$ cat config.mk
export PLATFORM = sky130hd
export DESIGN_NAME = i2c_wr_slave
export DESIGN_NICKNAME = d
export VERILOG_FILES = /design/src/rtl/i2c_wr_pkg.sv /design/src/rtl/i2c_line_events.sv /design/src/rtl/i2c_shift_in.sv /design/src/rtl/i2c_wr_slave.sv
export SDC_FILE = /design/constraint.sdc
export NUM_CORES = 1
export LEC_CHECK = 0
export BUFFER_PORTS_ARGS = -buffer_cell sky130_fd_sc_hd__buf_2
export CAP_MARGIN = 10
export CORE_MARGIN = 5
export CORE_UTILIZATION = 35
export DETAILED_ROUTE_END_ITERATION = 10
export GPL_TIMING_DRIVEN = 0
export SLEW_MARGIN = 20
export SYNTH_ARGS = -nofsm -noshare
export SYNTH_HDL_FRONTEND = slang
export SYNTH_SLANG_ARGS = --single-unit
$ cat constraint.sdc
create_clock -name clk -period 1.8 [get_ports clk]
set_input_delay 0.36 -clock clk [delete_from_list [all_inputs] [get_ports clk]]
set_output_delay 0.36 -clock clk [all_outputs]
set_load 0.02 [all_outputs]
$ cat src/rtl/i2c_wr_pkg.sv
package i2c_wr_pkg;
  typedef enum logic [1:0] {
    ST_IDLE = 2'd0,
    ST_CTRL = 2'd1,
    ST_REG  = 2'd2,
    ST_DATA = 2'd3
  } wr_state_t;
endpackage

$ cat src/rtl/i2c_line_events.sv
module i2c_line_events (
  input  logic clk,
  input  logic rst,
  input  logic scl_i,
  input  logic sda_i,
  output logic start_ev,
  output logic stop_ev,
  output logic scl_rise,
  output logic scl_fall
);
  logic scl_q, sda_q;

  always_ff @(posedge clk) begin
    if (rst) begin
      scl_q <= 1'b1;
      sda_q <= 1'b1;
    end else begin
      scl_q <= scl_i;
      sda_q <= sda_i;
    end
  end

  assign start_ev = scl_i & scl_q & sda_q & ~sda_i;
  assign stop_ev  = scl_i & scl_q & ~sda_q & sda_i;
  assign scl_rise = scl_i & ~scl_q;
  assign scl_fall = ~scl_i & scl_q;
endmodule

$ cat src/rtl/i2c_shift_in.sv
module i2c_shift_in #(
  parameter int W = 8
) (
  input  logic                   clk,
  input  logic                   rst,
  input  logic                   clr,
  input  logic                   sample,
  input  logic                   bit_in,
  output logic [W-1:0]           data,
  output logic [$clog2(W+1)-1:0] count
);
  always_ff @(posedge clk) begin
    if (rst || clr) begin
      data  <= '0;
      count <= '0;
    end else if (sample) begin
      data  <= {data[W-2:0], bit_in};
      count <= count + 1'b1;
    end
  end
endmodule

$ cat src/rtl/i2c_wr_slave.sv
module i2c_wr_slave
  import i2c_wr_pkg::*;
#(
  parameter int ADDR_W = 7
) (
  input  logic              clk,
  input  logic              rst,
  input  logic              scl_i,
  input  logic              sda_i,
  input  logic [ADDR_W-1:0] dev_addr,
  output logic              sda_pull,
  output logic              ptr_load,
  output logic [ADDR_W:0]   ptr_byte,
  output logic              wr_stb,
  output logic [ADDR_W:0]   wr_byte,
  output logic              adv_stb
);
  localparam int BYTE_W = ADDR_W + 1;
  localparam int CNT_W  = $clog2(BYTE_W + 1);

  logic start_ev, stop_ev, scl_rise, scl_fall;
  logic [BYTE_W-1:0] rx_data;
  logic [CNT_W-1:0]  rx_cnt;
  logic shift_clr, shift_smp, byte_full, addr_hit;
  wr_state_t state;
  logic ack_ph, ack_ok;

  i2c_line_events u_ev (
    .clk(clk), .rst(rst), .scl_i(scl_i), .sda_i(sda_i),
    .start_ev(start_ev), .stop_ev(stop_ev),
    .scl_rise(scl_rise), .scl_fall(scl_fall)
  );

  assign byte_full = (rx_cnt == CNT_W'(BYTE_W));
  assign shift_clr = start_ev | stop_ev | (scl_fall & ack_ph);
  assign shift_smp = scl_rise & (state != ST_IDLE) & ~ack_ph & ~byte_full;

  i2c_shift_in #(.W(BYTE_W)) u_sh (
    .clk(clk), .rst(rst), .clr(shift_clr), .sample(shift_smp),
    .bit_in(sda_i), .data(rx_data), .count(rx_cnt)
  );

  assign addr_hit = (rx_data[BYTE_W-1:1] == dev_addr) & ~rx_data[0];

  always_ff @(posedge clk) begin
    if (rst) begin
      state    <= ST_IDLE;
      ack_ph   <= 1'b0;
      ack_ok   <= 1'b0;
      sda_pull <= 1'b0;
      ptr_load <= 1'b0;
      ptr_byte <= '0;
      wr_stb   <= 1'b0;
      wr_byte  <= '0;
      adv_stb  <= 1'b0;
    end else begin
      ptr_load <= 1'b0;
      wr_stb   <= 1'b0;
      adv_stb  <= 1'b0;
      if (start_ev) begin
        state    <= ST_CTRL;
        ack_ph   <= 1'b0;
        sda_pull <= 1'b0;
      end else if (stop_ev) begin
        state    <= ST_IDLE;
        ack_ph   <= 1'b0;
        sda_pull <= 1'b0;
      end else if (scl_fall && state != ST_IDLE) begin
        if (!ack_ph && byte_full) begin
          ack_ph   <= 1'b1;
          ack_ok   <= (state == ST_CTRL) ? addr_hit : 1'b1;
          sda_pull <= (state == ST_CTRL) ? addr_hit : 1'b1;
        end else if (ack_ph) begin
          ack_ph   <= 1'b0;
          sda_pull <= 1'b0;
          unique case (state)
            ST_CTRL: state <= ack_ok ? ST_REG : ST_IDLE;
            ST_REG: begin
              ptr_load <= 1'b1;
              ptr_byte <= rx_data;
              state    <= ST_DATA;
            end
            ST_DATA: begin
              wr_stb  <= 1'b1;
              adv_stb <= 1'b1;
              wr_byte <= rx_data;
            end
            default: state <= ST_IDLE;
          endcase
        end
      end
    end
  end
endmodule

==> impl_results.md <==
* GRT Total Usage at 0.121
* Clock tree buffer depth at 2
* Worst hold path depth at 2
* Fin crit period at 1750 ps
* Largest cells by area after synthesis: dfxtp_1, mux2i_1, nor2_1
* Layout area overhead at 23.5%
* Slew HR at 0.646
* Die H at 78.3 µm
* Sw Share at 0.226
* Fmax at 570 MHz
* Leak pwr at 0.939 nW
* Reg2reg end: state[0]$_SDFFE_PP0P_
* Clock transition at path regs at ~70 ps
* Post-synth EDFFs at 0
* CP max FO at 3
* Final setup violation count at 0
* Syn_nets at 191
* Initial core utilization at 0.367
* Fin crit share at 0.974
* Residual DRC count at 0
* Die area at 6130 µm²
* Asr flop ratio synth at 0
* Int Pwr at 1.18 mW
* Pwr/cell area at 754 nW/µm²
* DR vias at 1308
* Clock skew at 3.99 ps
* Multi-input logic area at 850 µm²
* Vias/cell at 4.90
* Maximum VDD drop at 0.000218 V
* Initial antenna violation count at 0
* Worst-Skew Late Latency at roughly 280 ps
* Combinational share of power at 0.072
* Antenna cells at 0
* 1st-iter DRT viols at 53
* Sequential area share after synthesis at 0.454
* Status: completed
* Area leader, netlist: dfxtp_1
* Syn Inst Count at 173
* WP data arrival at 1950 ps
* Most frequent cells in the layout: dfxtp_1, buf_2, nor2_1, mux2i_1, nand2_1
* CTS buffer count at 5
* Slew Viols, Final at 0
* Cell count after placement at 254
* Clock power frac at 0.383
* Max-cap viol count at 0
* DP HPWL at ~2500 µm
* Final WL at 3540 µm
* Detail Route Antenna Nets at 0
* Reg2reg start: state[0]$_SDFFE_PP0P_
* Sw Pwr at between 0.3 and 0.4 mW
* Worst min-delay path class: in -> reg
* Sequential power share at 0.545
* Cell Rows at 24
* R2r worst-path depth at 6
* Drt wl/cell at between 10 and 15 µm
* Req. time, crit path at 1990 ps
* Synth Warn # at 0
* Post-synthesis cell area at 1630 µm²
* Routability cong. at 0.738
* Ports at 31
* Hold path start: scl_i
* Register Area at 746 µm²
* Design Power at 1.52 mW
* IO Port Bufs at 29
* DP Worst Slack at -135 ps
* Flop-to-flop setup slack at 50 ps
* Hold EP: u_ev.scl_q$_SDFF_PP1_
* Crit start category: flip-flop
* Number of global-route vias before repair at 1305
* Post-synth top area share at 0.454
* Fillers at 449
* Final nets at between 200 and 250
* Synth unique cells at 31
* First-pass GRT wire length at 5930 µm
* Core area at 4440 µm²
* Sink Count at 37
* Crit end category: flip-flop
* Count of final hold-check violations at 0
* Top FF cell, synth: dfxtp_1
* Pre-antenna DRT Iters at 4
* Hold Buf Count CTS at 0
* Synth Area per Inst at 9.43 µm²
* Congestion Overflow GR at 0
* Commonest non-fill, non-tap cell in the layout: dfxtp_1
* Post-route insts no fill at 267
* Die W at 78.3 µm
* Final WS setup at 46.8 ps
* H-tree Lvls at 2
* Root buffer cell: clkbuf_8
* Worst Path Class, Setup: reg -> reg
* RSZ-0062 raised after global routing: yes
* Largest net degree at the start of global routing at 12
* CTS tree: built
* Layout cells sized above 1 at 0.298
* Least-Margin Pin Slew at about 530 ps
* Seq cells post-synth at 37
==> power by group through the flow <==
stage                     clock, mW  combinational, mW  sequential (mW)
final                         0.583              0.109            0.829
after global routing          0.628              0.122            0.829
after CTS                     0.596              0.103            0.828
after detailed placement          0             0.0910            0.848
after global placement            0             0.0907            0.848
after floorplan                   0             0.0619            0.847
==> per-layer routing <==
metal,vias up,track usage,part of all wire
met5,-,0,0
li1,669,-,-
met4,0,0.0594,0.025
met2,29,0.204,0.48
met3,7,0.0252,0.036
met1,603,0.148,0.46
==> metrics by stage <==
step | instance area (µm²) | TNS [ps] | util | hold WS, ps
after global placement | 1850 | -1100 | 0.416 | 472
after global routing | 2020 | -71.7 | 0.454 | 319
after detailed placement | 1850 | -986 | 0.416 | 481
final | 2020 | 0 | 0.454 | 308
after CTS | 1990 | 0 | 0.448 | 305
after floorplan | 1640 | 0 | - | 466
==> critical path, stage by stage, from the launching register on <==
cell and delay [ps]:
dfxtp_4 370, inv_4 40, ha_4 160, or3b_4 400, nor3b_4 280, mux2_4 330
o32ai_2 80
==> final cells by class <==
type                    count  area share
clock buffers               6      0.0410
inverters                   4     0.00869
flip-flops and latches     37       0.370
clock inverters             1     0.00372
well taps                  52      0.0323
plain buffers              10      0.0286
multi-input cells         122       0.421
repair buffers             35      0.0944
==> kinds of logic (layout without fill, tap and decap cells) <==
logic type	count (synthesis)	in the layout	synth area share
compound gates	20	20	0.0775
xor+xnor	11	11	0.0590
mux	19	19	0.117
buf+inv	14	56	0.0437
flops	37	37	0.454
fa+ha+maj	7	7	0.0537
simple gates	65	65	0.195
==> state kept, by name (all words and copies together) (netlist names) <==
register    flops
u_ev.sda_q      1
u_ev.scl_q      1
state           2
ptr_byte        8
ack_ph          1
adv_stb         1
ack_ok          1
u_sh.data       8
sda_pull        1
wr_byte         8
ptr_load        1
u_sh.count      4
==> synth_stat cells (2+ instances only) <==
| cell | count |
|---|---|
| dfxtp_1 | 37 |
| nor2_1 | 25 |
| mux2i_1 | 18 |
| nand2_1 | 14 |
| a21oi_1 | 12 |
| nand3_1 | 12 |
| xor2_1 | 10 |
| ha_1 | 7 |
| clkbuf_1 | 4 |
| inv_1 | 4 |
| a31oi_1 | 3 |
| buf_2 | 3 |
| nand3b_1 | 3 |
| buf_4 | 2 |
| nor4_1 | 2 |
| or2_2 | 2 |
==> worst max path at each step <==
| stage | startpoint | endpoint | slack [ps] |
|---|---|---|---|
| after global routing | state[0]$_SDFFE_PP0P_ | state[0]$_SDFFE_PP0P_ | -40 |
| after detailed placement | state[0]$_SDFFE_PP0P_ | u_sh.count[0]$_SDFFE_PP0P_ | -130 |
| final | state[0]$_SDFFE_PP0P_ | state[0]$_SDFFE_PP0P_ | 50 |
| after CTS | state[0]$_SDFFE_PP0P_ | state[0]$_SDFFE_PP0P_ | 30 |
| after floorplan | state[0]$_SDFFE_PP0P_ | state[0]$_SDFFE_PP0P_ | 20 |
| after global placement | state[0]$_SDFFE_PP0P_ | u_sh.count[0]$_SDFFE_PP0P_ | -160 |
==> what timing repair did <==
action	CTS	global route
endpoints found under the setup margin	14	6
pin swaps	3	4
setup buffers	4	2
gates resized for setup	6	5
No activity file was read; power rests on OpenSTA's default activity.
